==> src/rtl/ioirq_pkg.sv <==
package ioirq_pkg;
  localparam logic [3:0] OFS_INPORT = 4'h4;
  localparam logic [3:0] OFS_IRQ    = 4'h5;
  localparam logic [3:0] OFS_ROUTE  = 4'hD;
  localparam logic [3:0] OFS_OSET   = 4'hE;
  localparam logic [3:0] OFS_OCLR   = 4'hF;

  // status bit position of a channel's transmitter ready
  function automatic int tx_pos(input int ch, input int stride);
    return ch * stride;
  endfunction

  // status bit position of a channel's receiver ready
  function automatic int rx_pos(input int ch, input int stride);
    return ch * stride + 1;
  endfunction

  // next output bits after a set and/or clear command
  function automatic logic [7:0] op_update(input logic [7:0] cur, input logic set_en,
                                           input logic clr_en, input logic [7:0] d);
    logic [7:0] nxt;
    nxt = cur;
    if (set_en) nxt = nxt | d;
    if (clr_en) nxt = nxt & ~d;
    return nxt;
  endfunction
endpackage

==> src/rtl/ioirq_status.sv <==
module ioirq_status #(
  parameter int NCH    = 2,
  parameter int STRIDE = 4,
  parameter int W      = 8
) (
  input  logic           clk,
  input  logic           rst_n,
  input  logic [NCH-1:0] tx_rdy,
  input  logic [NCH-1:0] rx_rdy,
  input  logic           mask_we,
  input  logic [W-1:0]   mask_d,
  output logic [W-1:0]   stat_q,
  output logic [W-1:0]   mask_q,
  output logic           irq_n
);
  import ioirq_pkg::*;

  logic [W-1:0] stat_d;

  always_comb begin
    stat_d = '0;
    for (int c = 0; c < NCH; c++) begin
      stat_d[tx_pos(c, STRIDE)] = tx_rdy[c];
      stat_d[rx_pos(c, STRIDE)] = rx_rdy[c];
    end
  end

  always_ff @(posedge clk or negedge rst_n) begin
    if (!rst_n) begin
      stat_q <= '0;
      mask_q <= '0;
    end else begin
      stat_q <= stat_d;
      if (mask_we) mask_q <= mask_d;
    end
  end

  assign irq_n = ~|(stat_q & mask_q);
endmodule

==> src/rtl/ioirq_outport.sv <==
module ioirq_outport #(
  parameter int W = 8
) (
  input  logic         clk,
  input  logic         rst_n,
  input  logic         set_we,
  input  logic         clr_we,
  input  logic         route_we,
  input  logic [W-1:0] wdata,
  input  logic [W-1:0] alt_src,
  output logic [W-1:0] op_q,
  output logic [W-1:0] route_q,
  output logic [W-1:0] pins
);
  import ioirq_pkg::*;

  always_ff @(posedge clk or negedge rst_n) begin
    if (!rst_n) begin
      op_q    <= '0;
      route_q <= '0;
    end else begin
      op_q <= op_update(op_q, set_we, clr_we, wdata);
      if (route_we) route_q <= wdata;
    end
  end

  for (genvar k = 0; k < W; k++) begin : g_pin
    assign pins[k] = route_q[k] ? ~alt_src[k] : ~op_q[k];
  end
endmodule

==> src/rtl/ioirq_inport.sv <==
module ioirq_inport #(
  parameter int W = 8
) (
  input  logic         clk,
  input  logic         rst_n,
  input  logic [W-1:0] pins_in,
  output logic [W-1:0] level_q
);
  always_ff @(posedge clk or negedge rst_n) begin
    if (!rst_n) level_q <= '0;
    else        level_q <= ~pins_in;
  end
endmodule

==> src/rtl/ioirq_top.sv <==
module ioirq_top #(
  parameter int NCH    = 2,
  parameter int STRIDE = 4,
  parameter int DW     = 8,
  parameter int AW     = 4
) (
  input  logic           clk,
  input  logic           rst_n,
  input  logic [AW-1:0]  bus_addr,
  input  logic           bus_we,
  input  logic [DW-1:0]  bus_wdata,
  output logic [DW-1:0]  bus_rdata,
  input  logic [NCH-1:0] tx_rdy,
  input  logic [NCH-1:0] rx_rdy,
  input  logic [DW-1:0]  in_pins,
  output logic [DW-1:0]  out_pins,
  output logic           irq_n
);
  import ioirq_pkg::*;

  localparam int STAT_W = NCH * STRIDE;

  // named decode events, used by the checker
  logic we_mask, we_set, we_clr, we_route;
  logic [DW-1:0] stat_q, mask_q, op_q, route_q, in_level;

  assign we_mask  = bus_we && (bus_addr == OFS_IRQ);
  assign we_set   = bus_we && (bus_addr == OFS_OSET);
  assign we_clr   = bus_we && (bus_addr == OFS_OCLR);
  assign we_route = bus_we && (bus_addr == OFS_ROUTE);

  if (STAT_W == DW) begin : g_stat_full
    ioirq_status #(.NCH(NCH), .STRIDE(STRIDE), .W(DW)) u_status (
      .clk(clk), .rst_n(rst_n), .tx_rdy(tx_rdy), .rx_rdy(rx_rdy),
      .mask_we(we_mask), .mask_d(bus_wdata),
      .stat_q(stat_q), .mask_q(mask_q), .irq_n(irq_n));
  end else begin : g_stat_narrow
    logic [STAT_W-1:0] s_q, m_q;
    ioirq_status #(.NCH(NCH), .STRIDE(STRIDE), .W(STAT_W)) u_status (
      .clk(clk), .rst_n(rst_n), .tx_rdy(tx_rdy), .rx_rdy(rx_rdy),
      .mask_we(we_mask), .mask_d(bus_wdata[STAT_W-1:0]),
      .stat_q(s_q), .mask_q(m_q), .irq_n(irq_n));
    assign stat_q = DW'(s_q);
    assign mask_q = DW'(m_q);
  end

  ioirq_outport #(.W(DW)) u_outport (
    .clk(clk), .rst_n(rst_n), .set_we(we_set), .clr_we(we_clr),
    .route_we(we_route), .wdata(bus_wdata), .alt_src(stat_q),
    .op_q(op_q), .route_q(route_q), .pins(out_pins));

  ioirq_inport #(.W(DW)) u_inport (
    .clk(clk), .rst_n(rst_n), .pins_in(in_pins), .level_q(in_level));

  always_comb begin
    unique case (bus_addr)
      OFS_IRQ:    bus_rdata = stat_q;
      OFS_INPORT: bus_rdata = in_level;
      default:    bus_rdata = '0;
    endcase
  end
endmodule

==> config.mk <==
export PLATFORM = sky130hd
export DESIGN_NAME = ioirq_top
export DESIGN_NICKNAME = d
export VERILOG_FILES = /design/src/rtl/ioirq_pkg.sv /design/src/rtl/ioirq_status.sv /design/src/rtl/ioirq_outport.sv /design/src/rtl/ioirq_inport.sv /design/src/rtl/ioirq_top.sv
export SDC_FILE = /design/constraint.sdc
export NUM_CORES = 1
export LEC_CHECK = 0
export ABC_AREA = 0
export CORE_MARGIN = 2
export CORE_UTILIZATION = 45
export CTS_CLUSTER_SIZE = 40
export DETAILED_ROUTE_END_ITERATION = 10
export PLACE_DENSITY = 0.78
export SETUP_SLACK_MARGIN = 0.5
export SLEW_MARGIN = 20
export SYNTH_ARGS = -nofsm -noshare
export SYNTH_HDL_FRONTEND = slang
export SYNTH_SLANG_ARGS = --single-unit
==> constraint.sdc <==
create_clock -name clk -period 0.9 [get_ports clk]
set_input_delay 0.09 -clock clk [delete_from_list [all_inputs] [get_ports clk]]
set_output_delay 0.09 -clock clk [all_outputs]
set_load 0.01 [all_outputs]
==> impl_metrics.tcl, run 1 <==
set metrics [dict create \
    cap_violations 0 \
    path_cells "a22o_1 -> a221oi_2 -> buf_2" \
    cp.buffers_inverters 1 \
    clkSinkCount 32 \
    synth_edf_count 0 \
    wl_per_cell_um 17.60 \
    yosysTopAreaCell "dfrtp_1" \
    fp.dieArea_sq_mm 0.003472 \
    place_hpwl_um 2403 \
    grtUsageMet3_pct 6.593 \
    ys_seq_elements 32 \
    dieWidth_um 58.93 \
    cp_top_family "compound AO/OA/AOI/OAI gates" \
    synthCells 107 \
    antenna_found_initial 0 \
    ios 44 \
    violations "DRC, setup timing" \
    start_util_pct 48.39 \
    reg2reg_slack_ns -0.12 \
    power_density_mw_per_mm2 1816 \
    slowest_stage "dfrtp_1" \
    gr-total-overflow 0 \
    viasPerCell 4.995 \
    crit_required_ns 0.81 \
    grt_pass1_wl_um 5858 \
    gp_congestion 0.7729 \
    hold_class "in -> async" \
    core_area_sq_mm 0.002805 \
    slowest_delay_ns 0.39 \
    status "finished with violations" \
    worst_pin_slew_ns 0.2466 \
    report.final.setup_viol 26 \
    drc 1 \
    clockBufferDepth 2 \
    postSynth.asyncResetShare_pct 100.0 \
    ys_top_cells_by_count "dfrtp_1, inv_1, mux2i_1, mux2_2, nand2_1" \
    synth_nets 134 \
    power_leakage_nw 1.155 \
    grt_pass1_vias 1274 \
    relSlewSlack_pct 83.24 \
    start_kind "flip-flop" \
    max_freq_mhz 713.4 \
    worstSetupPathType "reg -> out" \
    fin_ws_ns -0.5018 \
    grt_usage_pct 24.36 \
    clk_latency_ns 0.33 \
    postRouteAntennaNets 0 \
    hold_viol 0 \
    met2_usage_pct 43.33 \
    nNetsFinal 208 \
    synth_area_per_cell_sq_um 12.69 \
    period_share_pct 155.8 \
    rr_startpoint "g_stat_full.u_status.mask_q[0]$_DFFE_PN0P_" \
    numPortBuffers 43 \
    clk_pin_slew_worst_paths_ns 0.11 \
    grt_max_degree 33 \
    ys_top_cells_by_area "dfrtp_1, mux2i_1, mux2_2" \
    synthesis.area_sq_mm 0.001358 \
    drt_wl_total_um 3749 \
    ys_warn_count 0 \
    cp.arrival_ns 1.31 \
    rows 19 \
    r2r-end "g_stat_full.u_status.mask_q[0]$_DFFE_PN0P_" \
    vdd_drop_max_mv 1.340 \
    vias 1064 \
    yosysSeqAreaShare_pct 58.99 \
    rsz0062_at_grt "true" \
    grt-busiest-layer "met2" \
    drv_slew 0 \
    use_met1_pct 26.19 \
    diodes 0 \
    cts_buffers 5 \
    pre_cts_slack_ns -1.051 \
    reg2reg_depth 3 \
    critPathCaptureType "output port" \
    clockRootBuffer "clkbuf_4" \
    yosysMostFrequentCell "dfrtp_1" \
    synth_cell_types 19 \
    path_max_fanout 2 \
    final_layout_size_suffix_gt1_share_pct 55.49 \
    min_period_ns 1.402 \
    fp.dieH_um 58.93 \
    ys.flop_type "dfrtp_1" \
    drt_iter0_markers 23 \
    synthToLayoutAreaGrowth_pct 71.06 \
    cts_tree "yes" \
    finClkSkew_ns 0 \
    tns_ns -5.321 \
    synth_top_area_share_pct 58.99 \
    drt_first_pass_iters 7 \
    htreeDepth 2 \
]
-- per-layer routing --
metal,vias up,share of wire (%)
met1,524,38
met2,31,54
met5,-,0
li1,498,-
met4,0,3.5
met3,11,4.1
-- where the power goes --
| part | internal, W | switching [W] | leakage (nW) |
|---|---|---|---|
| Sequential | 0.00167 | 0.000194 | 0.375 |
| Combinational | 0.000822 | 0.000429 | 0.739 |
| Clock | 0.000579 | 0.000519 | 0.0412 |
| Total | 0.00308 | 0.00114 | 1.16 |
-- worst max-delay path by stage --
stage | slack (ns) | start | depth (start not counted) | end
final | -0.50 | g_stat_full.u_status.mask_q[0]$_DFFE_PN0P_ | 3 | irq_n
after global routing | -0.58 | g_stat_full.u_status.mask_q[0]$_DFFE_PN0P_ | 3 | irq_n
after CTS | -0.51 | g_stat_full.u_status.mask_q[0]$_DFFE_PN0P_ | 3 | irq_n
after floorplan | -0.11 | bus_addr[0] | 4 | g_stat_full.u_status.mask_q[0]$_DFFE_PN0P_
after detailed placement | -1.05 | bus_addr[2] | 5 | bus_rdata[6]
after global placement | -0.95 | bus_addr[2] | 5 | bus_rdata[2]
-- logic make-up (layout without fill, tap and decap cells) --
logic type / after synthesis / after routing / share of synthesized area, %
AO/OA/AOI/OAI: 4 / 4 / 2.120
buffers and inverters: 18 / 93 / 5.438
flip-flops: 32 / 32 / 58.99
multiplexers: 27 / 27 / 21.01
AND/OR/NAND/NOR: 26 / 26 / 12.44
-- area by class of cell --
| type | count | area [sq um] |
|---|---|---|
| clock buffer | 5 | 37.54 |
| timing repair buffer | 70 | 664.4 |
| tap | 31 | 38.79 |
| fill | 157 | 483.0 |
| sequential | 32 | 800.8 |
| multi-input combinational | 57 | 681.9 |
| clock inverter | 3 | 42.54 |
| inverter | 15 | 56.30 |
-- per-stage QoR --
stage	instances	cell area [sq um]	total power [W]	util [%]	hold slack [ns]
2_1_floorplan	107	1500	0.002409	-	-0.2056
3_3_place_gp	193	2076	0.002903	74.00	0.4737
3_5_place_dp	193	2076	0.002955	74.00	0.4826
4_1_cts	209	2247	0.004129	80.11	0.08815
5_1_grt	213	2322	0.004423	82.78	0.09439
6_report	213	2322	0.004217	82.78	0.09732
-- worst register-to-register path: cells and delay by family (launching register included) --
kind,cells,cell delay [ns]
DFF,1,0.39
buffers and inverters,2,0.26
muxes,1,0.26
-- what timing repair did --
item                       4_1_cts  5_1_grt
setup endpoints to repair       37       37
resized for setup              116       10
hold buffers                     0        0
cloned                           0        0
buffers inserted                 8        4
pin swaps                        6        6
-- layout by cell type (no fill, tap or decap), types with 2 or more instances in the layout --
master / instances
nand2_2: 7
clkdlybuf4s50_1: 21
buf_6: 22
buf_4: 10
nor2_4: 4
nand2b_4: 4
buf_2: 13
mux2i_1: 7
dfrtp_1: 32
nor2_2: 2
buf_12: 2
mux2i_4: 3
clkbuf_4: 5
mux2i_2: 5
and2_1: 3
mux2_4: 12
inv_1: 15
Power figures use the tool's default switching activity.
==> inputs of run 2 (changes only) <==
--- a/config.mk
+++ b/config.mk
@@ -6,13 +6,13 @@
 export NUM_CORES = 1
 export LEC_CHECK = 0
 export ABC_AREA = 0
+export CAP_MARGIN = 20
 export CORE_MARGIN = 2
 export CORE_UTILIZATION = 45
 export CTS_CLUSTER_SIZE = 40
 export DETAILED_ROUTE_END_ITERATION = 10
 export PLACE_DENSITY = 0.78
 export SETUP_SLACK_MARGIN = 0.5
-export SLEW_MARGIN = 20
 export SYNTH_ARGS = -nofsm -noshare
 export SYNTH_HDL_FRONTEND = slang
 export SYNTH_SLANG_ARGS = --single-unit
==> results of run 2 <==
The final DEF is identical to that of run 1; final timing and power are the same.
